## src/rtl/dmc_pkg.sv

```systemverilog
package dmc_pkg;

    typedef enum logic [1:0] {
        CS_IDLE,
        CS_EVICT,
        CS_FILL
    } cache_st_e;

    typedef enum logic [1:0] {
        BP_IDLE,
        BP_ADDR,
        BP_WAIT,
        BP_XFER
    } bus_ph_e;

endpackage

```

## src/rtl/dmc_bus_seq.sv

```systemverilog
module dmc_bus_seq
    import dmc_pkg::*;
#(
    parameter int WOFF_W   = 2,
    parameter int DRAM_LAT = 15
) (
    input  logic              clk,
    input  logic              rst_n,
    input  logic              start,
    output logic              cmd,
    output logic              xfer,
    output logic [WOFF_W-1:0] word,
    output logic              done
);
    localparam int WORDS = 1 << WOFF_W;
    localparam int LAT_W = $clog2(DRAM_LAT + 1);

    typedef struct packed {
        bus_ph_e           ph;
        logic [LAT_W-1:0]  lat;
        logic [WOFF_W-1:0] word;
    } seq_t;

    seq_t s_q, s_d;

    always_comb begin
        s_d = s_q;
        case (s_q.ph)
            BP_IDLE: if (start) s_d.ph = BP_ADDR;
            BP_ADDR: begin
                s_d.ph   = BP_WAIT;
                s_d.lat  = '0;
                s_d.word = '0;
            end
            BP_WAIT: begin
                if (s_q.lat == LAT_W'(DRAM_LAT - 1)) s_d.ph = BP_XFER;
                else                                 s_d.lat = s_q.lat + 1'b1;
            end
            BP_XFER: begin
                if (s_q.word == WOFF_W'(WORDS - 1)) begin
                    s_d.ph = start ? BP_ADDR : BP_IDLE;
                end else begin
                    s_d.word = s_q.word + 1'b1;
                    s_d.lat  = '0;
                    s_d.ph   = BP_WAIT;
                end
            end
            default: s_d.ph = BP_IDLE;
        endcase
    end

    always_ff @(posedge clk or negedge rst_n) begin
        if (!rst_n) s_q <= '{ph: BP_IDLE, lat: '0, word: '0};
        else        s_q <= s_d;
    end

    assign cmd  = (s_q.ph == BP_ADDR);
    assign xfer = (s_q.ph == BP_XFER);
    assign word = s_q.word;
    assign done = xfer && (s_q.word == WOFF_W'(WORDS - 1));

    // an address cycle is followed by DRAM wait, never a transfer at once
    p_cmd_then_wait_r4: assert property (@(posedge clk) disable iff (!rst_n)
        cmd |=> (!cmd && !xfer));

    // transfers inside a line are separated by the DRAM access time
    p_xfer_spaced_r4: assert property (@(posedge clk) disable iff (!rst_n)
        (xfer && !done) |=> !xfer);

endmodule

```

## src/rtl/dmc_tag_store.sv

```systemverilog
module dmc_tag_store #(
    parameter int IDX_W = 3,
    parameter int TAG_W = 25
) (
    input  logic             clk,
    input  logic             rst_n,
    input  logic [IDX_W-1:0] rd_idx,
    output logic [TAG_W-1:0] rd_tag,
    output logic             rd_vld,
    output logic             rd_dty,
    input  logic             fill_en,
    input  logic [IDX_W-1:0] fill_idx,
    input  logic [TAG_W-1:0] fill_tag,
    input  logic             mark_en,
    input  logic [IDX_W-1:0] mark_idx
);
    localparam int LINES = 1 << IDX_W;

    typedef struct packed {
        logic [LINES-1:0]            vld;
        logic [LINES-1:0]            dty;
        logic [LINES-1:0][TAG_W-1:0] tag;
    } ts_t;

    ts_t t_q, t_d;

    always_comb begin
        t_d = t_q;
        if (fill_en) begin
            t_d.vld[fill_idx] = 1'b1;
            t_d.dty[fill_idx] = 1'b0;
            t_d.tag[fill_idx] = fill_tag;
        end
        if (mark_en) t_d.dty[mark_idx] = 1'b1;
    end

    always_ff @(posedge clk or negedge rst_n) begin
        if (!rst_n) t_q <= '0;
        else        t_q <= t_d;
    end

    assign rd_tag = t_q.tag[rd_idx];
    assign rd_vld = t_q.vld[rd_idx];
    assign rd_dty = t_q.dty[rd_idx];

    // leaving reset, no line is valid
    p_reset_clear_r2: assert property (@(posedge clk) disable iff (!rst_n)
        $rose(rst_n) |-> (t_q.vld == '0));

    // a store hit leaves its line dirty
    p_mark_dirty_r6: assert property (@(posedge clk) disable iff (!rst_n)
        (mark_en && !fill_en) |=> t_q.dty[$past(mark_idx)]);

endmodule

```

## src/rtl/dmc_data_store.sv

```systemverilog
module dmc_data_store #(
    parameter int IDX_W  = 3,
    parameter int WOFF_W = 2,
    parameter int DATA_W = 32
) (
    input  logic              clk,
    input  logic [IDX_W-1:0]  rd_idx,
    input  logic [WOFF_W-1:0] rd_word,
    output logic [DATA_W-1:0] rd_data,
    input  logic              wr_en,
    input  logic [IDX_W-1:0]  wr_idx,
    input  logic [WOFF_W-1:0] wr_word,
    input  logic [DATA_W-1:0] wr_data
);
    localparam int LINES = 1 << IDX_W;
    localparam int WORDS = 1 << WOFF_W;

    logic [DATA_W-1:0] line_q [LINES][WORDS];

    always_ff @(posedge clk) begin
        if (wr_en) line_q[wr_idx][wr_word] <= wr_data;
    end

    assign rd_data = line_q[rd_idx][rd_word];

endmodule

```

## src/rtl/dmc_wb_cache.sv

```systemverilog
module dmc_wb_cache
    import dmc_pkg::*;
#(
    parameter int ADDR_W   = 32,
    parameter int DATA_W   = 32,
    parameter int IDX_W    = 3,
    parameter int WOFF_W   = 2,
    parameter int DRAM_LAT = 15
) (
    input  logic              clk,
    input  logic              rst_n,
    input  logic              cpu_req,
    input  logic              cpu_we,
    input  logic [ADDR_W-1:0] cpu_addr,
    input  logic [DATA_W-1:0] cpu_wdata,
    output logic [DATA_W-1:0] cpu_rdata,
    output logic              cpu_ready,
    output logic              mem_cmd,
    output logic              mem_wr,
    output logic [ADDR_W-1:0] mem_addr,
    output logic              mem_xfer,
    output logic [DATA_W-1:0] mem_wdata,
    input  logic [DATA_W-1:0] mem_rdata
);
    localparam int BOFF_W = $clog2(DATA_W / 8);
    localparam int TAG_W  = ADDR_W - IDX_W - WOFF_W - BOFF_W;

    typedef struct packed {
        cache_st_e        st;
        logic [IDX_W-1:0] idx;
        logic [TAG_W-1:0] tag;
    } ctl_t;

    ctl_t r_q, r_d;

    // address fields
    logic [WOFF_W-1:0] a_word;
    logic [IDX_W-1:0]  a_idx;
    logic [TAG_W-1:0]  a_tag;
    logic [BOFF_W-1:0] unused_byte_off;
    assign a_word          = cpu_addr[BOFF_W +: WOFF_W];
    assign a_idx           = cpu_addr[BOFF_W + WOFF_W +: IDX_W];
    assign a_tag           = cpu_addr[ADDR_W-1 -: TAG_W];
    assign unused_byte_off = cpu_addr[BOFF_W-1:0];

    logic              idle;
    logic [IDX_W-1:0]  look_idx;
    logic [TAG_W-1:0]  st_tag;
    logic              st_vld, st_dty, look_hit;
    logic              seq_start, seq_cmd, seq_xfer, seq_done;
    logic [WOFF_W-1:0] seq_word;
    logic              fill_en, mark_en, dwr_en;
    logic [WOFF_W-1:0] dwr_word;
    logic [DATA_W-1:0] dwr_data, drd_data;

    assign idle     = (r_q.st == CS_IDLE);
    assign look_idx = idle ? a_idx : r_q.idx;
    assign look_hit = st_vld && (st_tag == a_tag);

    dmc_tag_store #(.IDX_W(IDX_W), .TAG_W(TAG_W)) u_tags (
        .clk      (clk),
        .rst_n    (rst_n),
        .rd_idx   (look_idx),
        .rd_tag   (st_tag),
        .rd_vld   (st_vld),
        .rd_dty   (st_dty),
        .fill_en  (fill_en),
        .fill_idx (r_q.idx),
        .fill_tag (r_q.tag),
        .mark_en  (mark_en),
        .mark_idx (a_idx)
    );

    dmc_data_store #(.IDX_W(IDX_W), .WOFF_W(WOFF_W), .DATA_W(DATA_W)) u_data (
        .clk     (clk),
        .rd_idx  (look_idx),
        .rd_word (idle ? a_word : seq_word),
        .rd_data (drd_data),
        .wr_en   (dwr_en),
        .wr_idx  (look_idx),
        .wr_word (dwr_word),
        .wr_data (dwr_data)
    );

    dmc_bus_seq #(.WOFF_W(WOFF_W), .DRAM_LAT(DRAM_LAT)) u_bus (
        .clk   (clk),
        .rst_n (rst_n),
        .start (seq_start),
        .cmd   (seq_cmd),
        .xfer  (seq_xfer),
        .word  (seq_word),
        .done  (seq_done)
    );

    always_comb begin
        r_d       = r_q;
        seq_start = 1'b0;
        fill_en   = 1'b0;
        mark_en   = 1'b0;
        dwr_en    = 1'b0;
        dwr_word  = a_word;
        dwr_data  = cpu_wdata;
        case (r_q.st)
            CS_IDLE: begin
                if (cpu_req) begin
                    if (look_hit) begin
                        if (cpu_we) begin
                            dwr_en  = 1'b1;
                            mark_en = 1'b1;
                        end
                    end else begin
                        r_d.idx   = a_idx;
                        r_d.tag   = a_tag;
                        seq_start = 1'b1;
                        r_d.st    = (st_vld && st_dty) ? CS_EVICT : CS_FILL;
                    end
                end
            end
            CS_EVICT: begin
                if (seq_done) begin
                    seq_start = 1'b1;
                    r_d.st    = CS_FILL;
                end
            end
            CS_FILL: begin
                if (seq_xfer) begin
                    dwr_en   = 1'b1;
                    dwr_word = seq_word;
                    dwr_data = mem_rdata;
                end
                if (seq_done) begin
                    fill_en = 1'b1;
                    r_d.st  = CS_IDLE;
                end
            end
            default: r_d.st = CS_IDLE;
        endcase
    end

    always_ff @(posedge clk or negedge rst_n) begin
        if (!rst_n) r_q <= '{st: CS_IDLE, idx: '0, tag: '0};
        else        r_q <= r_d;
    end

    assign cpu_ready = idle && (!cpu_req || look_hit);
    assign cpu_rdata = drd_data;
    assign mem_cmd   = seq_cmd;
    assign mem_xfer  = seq_xfer;
    assign mem_wr    = (r_q.st == CS_EVICT);
    assign mem_wdata = drd_data;
    assign mem_addr  = {(mem_wr ? st_tag : r_q.tag), r_q.idx, {(WOFF_W + BOFF_W){1'b0}}};

    // the processor is stalled whenever the bus is busy
    p_stall_on_bus_r10: assert property (@(posedge clk) disable iff (!rst_n)
        (mem_cmd || mem_xfer) |-> !cpu_ready);

    // a detected miss starts a bus command on the next cycle
    p_miss_starts_bus_r10: assert property (@(posedge clk) disable iff (!rst_n)
        (cpu_req && !cpu_ready && idle) |=> mem_cmd);

    // write-back is followed at once by the fetch command
    p_evict_then_fill_r7: assert property (@(posedge clk) disable iff (!rst_n)
        ((r_q.st == CS_EVICT) && seq_done) |=> (mem_cmd && !mem_wr));

    // once the fetch ends, the replayed access completes
    p_fill_then_ready_r4: assert property (@(posedge clk) disable iff (!rst_n)
        ((r_q.st == CS_FILL) && seq_done) |=> cpu_ready);

    // a store hit starts no bus activity
    p_store_hit_quiet_r6: assert property (@(posedge clk) disable iff (!rst_n)
        (cpu_req && cpu_we && cpu_ready) |=> !mem_cmd);

endmodule

```

## config.mk

```make
export PLATFORM = sky130hd
export DESIGN_NAME = dmc_wb_cache
export DESIGN_NICKNAME = d
export VERILOG_FILES = /design/src/rtl/dmc_pkg.sv /design/src/rtl/dmc_bus_seq.sv /design/src/rtl/dmc_tag_store.sv /design/src/rtl/dmc_data_store.sv /design/src/rtl/dmc_wb_cache.sv
export SDC_FILE = /design/constraint.sdc
export NUM_CORES = 1
export LEC_CHECK = 0
export BUFFER_PORTS_ARGS = -buffer_cell sky130_fd_sc_hd__buf_4
export CORE_UTILIZATION = 45
export CTS_BUF_LIST = sky130_fd_sc_hd__clkbuf_4
export DETAILED_ROUTE_END_ITERATION = 8
export MAX_ROUTING_LAYER = met4
export PLACE_DENSITY_LB_ADDON = 0.25
export SYNTH_ARGS = -nofsm -noshare
export SYNTH_HDL_FRONTEND = slang
export SYNTH_SLANG_ARGS = --single-unit
```

## constraint.sdc

```tcl
create_clock -name clk -period 16.3 [get_ports clk]
set_input_delay 1.63 -clock clk [delete_from_list [all_inputs] [get_ports clk]]
set_output_delay 1.63 -clock clk [all_outputs]
set_load 0.005 [all_outputs]
```

Word level (Yosys, flattened, before mapping)
Memory sizes are Yosys's and may differ from the RTL's.
Index checks and enable logic that the tools add are counted.
{"block": "word_totals", "register_bits": 254, "ram_bits": 1024, "output_inout_bits": 100, "word_cells": 123, "memories": 1}
{"block": "classes", "n_addsub": 2, "n_lt_le_gt_ge": 8, "eq_ne": 16, "n_mux": 55, "bitwise": 7, "reduce_logical": 18}
{"name": "u_data.line_q", "words": 8, "width": 128, "read_ports": 1, "rd_ports_with_merged_regs": 0, "wr": 1, "line": "dmc_data_store.sv:18", "text": "logic [DATA_W-1:0] line_q [LINES][WORDS];"}
{"op": "$mux W208", "count": 1}
{"op": "$bwmux W200", "count": 1}
{"op": "$mux W32", "count": 5}
{"op": "$mux W128", "count": 1}
{"op": "$bmux W25 S3", "count": 1}
{"op": "$demux W25 S3", "count": 1}
{"op": "$mux W25", "count": 3}
{"op": "$bmux W32 S2", "count": 1}
{"op": "$demux W32 S2", "count": 1}
{"op": "$mux W30", "count": 2}
{"op": "$eq A25 B25 Y1", "count": 1}
{"op": "$mux W2", "count": 9}
{"op": "$or A8 B8 Y8", "count": 2}
{"op": "$mux W1", "count": 15}
{"op": "$lt A3 B4 Y1 const B", "count": 3}
{"op": "$pmux W4 S3", "count": 1}
{"op": "$ne A2 B2 Y1 const B", "count": 5}
{"op": "$and A8 B8 Y8", "count": 1}
{"op": "$eq A2 B2 Y1 const B", "count": 4}
{"op": "$mux W8", "count": 1}
{"op": "$not A8 Y8", "count": 1}
{"op": "$pmux W2 S4", "count": 1}
{"op": "$logic_and A1 B1 Y1", "count": 7}
{"op": "$bmux W1 S3", "count": 2}
{"op": "25 further kinds", "count": 36}

Logic depth before layout (Yosys ltp)
{"block": "logic_depth", "word_depth": 12, "depth_mapped": 17, "ltp_nobuf": 9}

By module
A second synthesis with hierarchy kept.
{"block": "hier_totals", "cells_unflattened": 3129, "area_unflattened_um2": 52799.4}
{"mod": "dmc_data_store", "n_inst": 1, "cells_per_inst": 2228, "area_per_inst_um2": 39848.2}
{"mod": "dmc_tag_store", "n_inst": 1, "cells_per_inst": 571, "area_per_inst_um2": 9773.1}
{"mod": "dmc_wb_cache", "n_inst": 1, "cells_per_inst": 283, "area_per_inst_um2": 2710.1}
{"mod": "dmc_bus_seq", "n_inst": 1, "cells_per_inst": 47, "area_per_inst_um2": 467.9}

Worst setup path before layout
No wires, ideal clock.
{"block": "synth_timing", "path_type": "input to register", "from": "input port cpu_addr[4]", "to": "memory u_data.line_q[6][100] in the netlist's numbering, enable pin", "setup_ps": 470, "arrival_ps": 6712, "required_ps": 15830, "setup_slack_ps": 9118, "cell_stages": 12, "path_buffers": 3, "cell_sequence": "buf_2 > clkbuf_1 > clkbuf_1 > mux2i_1 > nor2_1 > o32ai_1 > nor2_1 > xnor2_1 > nand4_1 > nor4_2 > nand4b_1 > a21boi_0"}
{"block": "synth_between", "elab_chain_len": 10, "elab_cells_between_ends": 12, "classes_between": "eq/ne: 1; mux: 10; reduce/logical: 1"}
{"item": "start, declared", "line": "dmc_wb_cache.sv:14", "text": "input logic [ADDR_W-1:0] cpu_addr,"}
{"item": "$mux W3 (*)", "line": "dmc_wb_cache.sv:57", "text": "assign look_idx = idle ? a_idx : r_q.idx;"}
{"item": "$bmux W25 S3", "line": "dmc_tag_store.sv:42", "text": "assign rd_tag = t_q.tag[rd_idx];"}
{"item": "$mux W25 (implied by the code)", "line": "dmc_tag_store.sv:42"}
{"item": "$eq A25 B25 Y1", "line": "dmc_wb_cache.sv:58", "text": "assign look_hit = st_vld && (st_tag == a_tag);"}
{"item": "$logic_and A1 B1 Y1", "line": "dmc_wb_cache.sv:58"}
{"item": "$mux W1", "line": "dmc_wb_cache.sv:106", "text": "if (look_hit) begin"}
{"item": "$mux W1", "line": "dmc_wb_cache.sv:105", "text": "if (cpu_req) begin"}
{"item": "$pmux W1 S2", "line": "dmc_wb_cache.sv:103", "text": "case (r_q.st)"}
{"item": "$mux W1", "line": "dmc_data_store.sv:21", "text": "if (wr_en) line_q[wr_idx][wr_word] <= wr_data;"}
{"item": "$mux W128 (implied by the code)", "line": "dmc_data_store.sv:21"}
{"item": "end, declared", "line": "dmc_data_store.sv:18"}
Every way passes the cells marked *; elsewhere a longest branch is shown, timed or not. The select of a mux whose other input is x is not followed.

Worst setup path in the final report
{"block": "layout_timing", "from": "register r_q[28] in the netlist's numbering", "to": "output port mem_wdata[20]"}
{"block": "layout_between", "elab_chain_len": 6, "elab_cells_between_ends": 8, "classes_between": "mux: 5; bitwise: 1; reduce/logical: 1; memory: 1"}
{"item": "start, declared", "line": "dmc_wb_cache.sv:34", "text": "ctl_t r_q, r_d;"}
{"item": "start signal, assigned", "line": "dmc_wb_cache.sv:141", "text": "if (!rst_n) r_q <= '{st: CS_IDLE, idx: '0, tag: '0};"}
{"item": "start signal, assigned", "line": "dmc_wb_cache.sv:142", "text": "else r_q <= r_d;"}
{"item": "$logic_not A2 Y1 (*)", "line": "dmc_wb_cache.sv:56", "text": "assign idle = (r_q.st == CS_IDLE);"}
{"item": "$mux W3 or $mux W2 (tied branches)", "line": "dmc_wb_cache.sv:57, dmc_wb_cache.sv:77"}
{"item": "$mem_v2 Z8 W128 or $not A2 Y3 (tied branches)"}
{"item": "$bmux W32 S2 (*)", "line": "dmc_data_store.sv:24", "text": "assign rd_data = line_q[rd_idx][rd_word];"}
{"item": "$mux W32 (implied by the code) (*) (2 in series)", "line": "dmc_data_store.sv:24"}
{"item": "end, declared", "line": "dmc_wb_cache.sv:22", "text": "output logic [DATA_W-1:0] mem_wdata,"}
Marks and branches as above.

==> impl_metrics.json <==
{
  "fp-row-count": 124,
  "worstPathMaxFanout": 53,
  "antenna_left": 0,
  "worstHoldStart": "u_tags.t_q[215]",
  "worstSetupStartpointType": "flip-flop",
  "initial_core_util_pct": 45.4,
  "cts_hold_buf": 0,
  "multiInputGateArea_sq_um": 14000,
  "ys_top_cells_by_area": "edfxtp_1, dfrtp_1, mux2_2, a222oi_1, mux2i_1",
  "grt_pass1_wl_mm": 226,
  "vias": 34300,
  "finClkSkew_ns": 0.159,
  "cts_resized": 0,
  "routedWlPerCell_um": 28.4,
  "clk_latency_ns": 1.26,
  "synth_top_cell_area_share_pct": 59.3,
  "total_power_mw": 9.72,
  "comb_power_share_pct": 33.7,
  "hold_violations": 0,
  "dr.pass1.iters": 8,
  "core_area_sq_um": 114000,
  "yosysWarnings": 0,
  "finalSetupTns_ns": 0,
  "vias_per_cell": 6.22,
  "p_int_mw": 6.19,
  "powerDensity_nw_per_um2": 164,
  "synthToLayoutAreaGrowth_pct": 14.0,
  "place_congestion": 0.793,
  "cp_slowest_cell": "o31ai_1",
  "fin_nets": 3900,
  "worstSetupPathType": "reg -> out",
  "grt_use_total_pct": 27.6,
  "fmax_ghz": 0.120,
  "cpMostUsedCell": "buf_4",
  "crit_required_ns": 14.67,
  "synth_common_cells": "edfxtp_1, nand2_1, dfrtp_1, a21oi_1, mux2_2",
  "seq_area_sq_um": 37100,
  "rr_startpoint": "r_q[28]",
  "path_clk_slew_ns": 0.06,
  "crit_path_start": "r_q[28]",
  "fp.dieH_um": 342,
  "fp.dieW_um": 342,
  "yosysSeqAreaShare_pct": 71.5,
  "vdd_ir_drop_max_uv": 95.8,
  "routed_wl_mm": 157,
  "mappedNetlistArea_sq_um": 51900,
  "synthCells": 3465,
  "switching_share_pct": 36.3,
  "worst_pin_slew_ns": 1.24,
  "rsz0062_at_grt": "no",
  "drcViolationCount": 0,
  "hold_class": "reg -> reg",
  "numCtsBuffers": 350,
  "overflow": 0,
  "dieArea_sq_um": 117000,
  "drt_iter0_drc": 4309,
  "worstPathArrival_ns": 6.73,
  "synth_edf_count": 1024,
  "p_clk_share_pct": 27.3,
  "postCtsSetupBuffers": 0,
  "ioPinCount": 200,
  "ys_types": 79,
  "drv_slew": 0,
  "crit_chain": "nor2_4 > buf_4 > buf_4 > o21ai_4 > buf_4 > buf_4 > a221oi_1 > a21oi_1 > a2111oi_0 > o31ai_1 > buf_4",
  "finalSetupViolations": 0,
  "period_needed_ns": 8.36,
  "grt_max_degree": 128,
  "power.share.sequential_pct": 39.0,
  "post-dp-hpwl_mm": 78.8,
  "synthMostInstantiatedCell": "edfxtp_1",
  "cts_buffer_depth": 4,
  "power.switching_mw": 3.53,
  "cap_violations": 0,
  "fillers": 9653,
  "status": "completed",
  "ys_seq_elements": 1278,
  "cts-htree-levels": 5,
  "postSynthAreaPerCell_sq_um": 15.0,
  "power.leakage_nw": 21.3,
  "grt_pass1_vias": 33400,
  "port_buffers": 193,
  "yosys.area.top_type": "edfxtp_1",
  "cts-root-buf": "clkbuf_4",
  "async_reset_ff_share_pct": 19.9,
  "synth_ff_type": "edfxtp_1",
  "relSlewSlack_pct": 17.4,
  "clock-sinks": 1278,
  "fin_crit_sh_pct": 51.3,
  "antenna_found_initial": 3,
  "cts_tree": "done",
  "critPathCaptureType": "primary output",
  "cp_slowest_stage_delay_ns": 0.87,
  "drive_gt1_share_pct": 28.0
}
[power groups by stage]
| stage | registers, mW | clock network [mW] | logic (mW) |
|---|---|---|---|
| 6_report | 3.80 | 2.65 | 3.27 |
| 5_1_grt | 3.81 | 2.88 | 3.48 |
| 4_1_cts | 3.79 | 2.71 | 3.26 |
| 3_5_place_dp | 3.86 | 0 | 3.25 |
| 3_3_place_gp | 3.86 | 0 | 3.24 |
| 2_1_floorplan | 3.74 | 0 | 2.02 |
[metrics by stage]
step / hold WS, ns / cells / util, % / area [sq um] / setup slack [ns]
2_1_floorplan: 0.435 / 3468 / - / 51900 / 9.12
3_3_place_gp: 0.451 / 4957 / 48.2 / 55100 / 8.19
3_5_place_dp: 0.452 / 4957 / 48.2 / 55100 / 8.15
4_1_cts: 0.465 / 5514 / 51.7 / 59100 / 7.93
5_1_grt: 0.476 / 5522 / 51.7 / 59200 / 7.75
6_report: 0.464 / 5522 / 51.7 / 59200 / 7.94
[worst paths after layout]
kind / cells after the start / to / slack [ns]
worst max-delay path: 11 / mem_wdata[20] / 7.94
worst min register to register: 1 / u_tags.t_q[215] / 0.46
max in group asynchronous: 2 / async pin / 14.22
min in group asynchronous: 1 / async pin / 0.53
worst max register to register: 13 / u_data.line_q[0][125] / 8.50
worst min-delay path: 1 / u_tags.t_q[215] / 0.46
[metal layers]
layer / vias to the layer above / wire length [um] / global-route usage (%)
met3: 312 / 14600 / 4.74
met4: 0 / 4310 / 9.76
li1: 14600 / - / -
met5: - / 0 / -
met1: 17500 / 63400 / 36.9
met2: 1921 / 74500 / 42.5
[worst max-delay path: cells and delay by family (launching register included)]
| family | cells | cell delay, ns |
|---|---|---|
| buf+inv | 5 | 2.34 |
| compound gates | 5 | 2.29 |
| flops | 1 | 0.79 |
| simple gates | 1 | 0.07 |
[layout by cell type (no fill, tap or decap), types with 7 or more instances in the layout]
cell,n
buf_4,281
nand2b_1,7
nor3_1,25
o32ai_2,8
and3_1,17
nor2_1,74
a22o_1,34
a21oi_1,204
a22oi_1,99
a2111oi_0,12
mux2_4,9
nand3_1,75
nand2_1,286
o31ai_1,23
o21ai_0,87
diode_2,8
dfrtp_1,253
o32ai_1,11
o2111ai_1,7
a222oi_1,120
mux2_2,226
or2_2,23
inv_1,11
nand4_1,13
o211ai_1,58
a31oi_1,7
o221ai_1,17
mux2i_1,115
nor2_4,12
edfxtp_1,1024
a211oi_1,24
clkinv_1,61
clkinv_2,8
a21oi_4,28
xnor2_1,16
a221oi_1,89
clkbuf_4,480
o21a_1,10
o22ai_1,26
[cells by family after synthesis]
family	after synthesis	synth area share, %
AOI/OAI and AO/OA	904	12.6
xor gates and xnor gates	22	0.371
adders and majority gates	3	0.0723
buffers and inverters	320	2.79
DFF	1278	71.5
muxes	354	7.46
other	1	0.00723
and+or+nand+nor	583	5.14
[layout make-up]
cell class                      instances  share of cell area (%)
Clock inverter                         77                   0.670
Inverter                               15                  0.0952
Sequential cell                      1278                    62.7
Multi-Input combinational cell       1870                    23.6
Timing Repair Buffer                  282                    3.59
Clock buffer                          480                    6.09
Tap cell                             1512                    3.20
Antenna cell                            8                  0.0338
No activity file was read; power rests on OpenSTA's default activity.
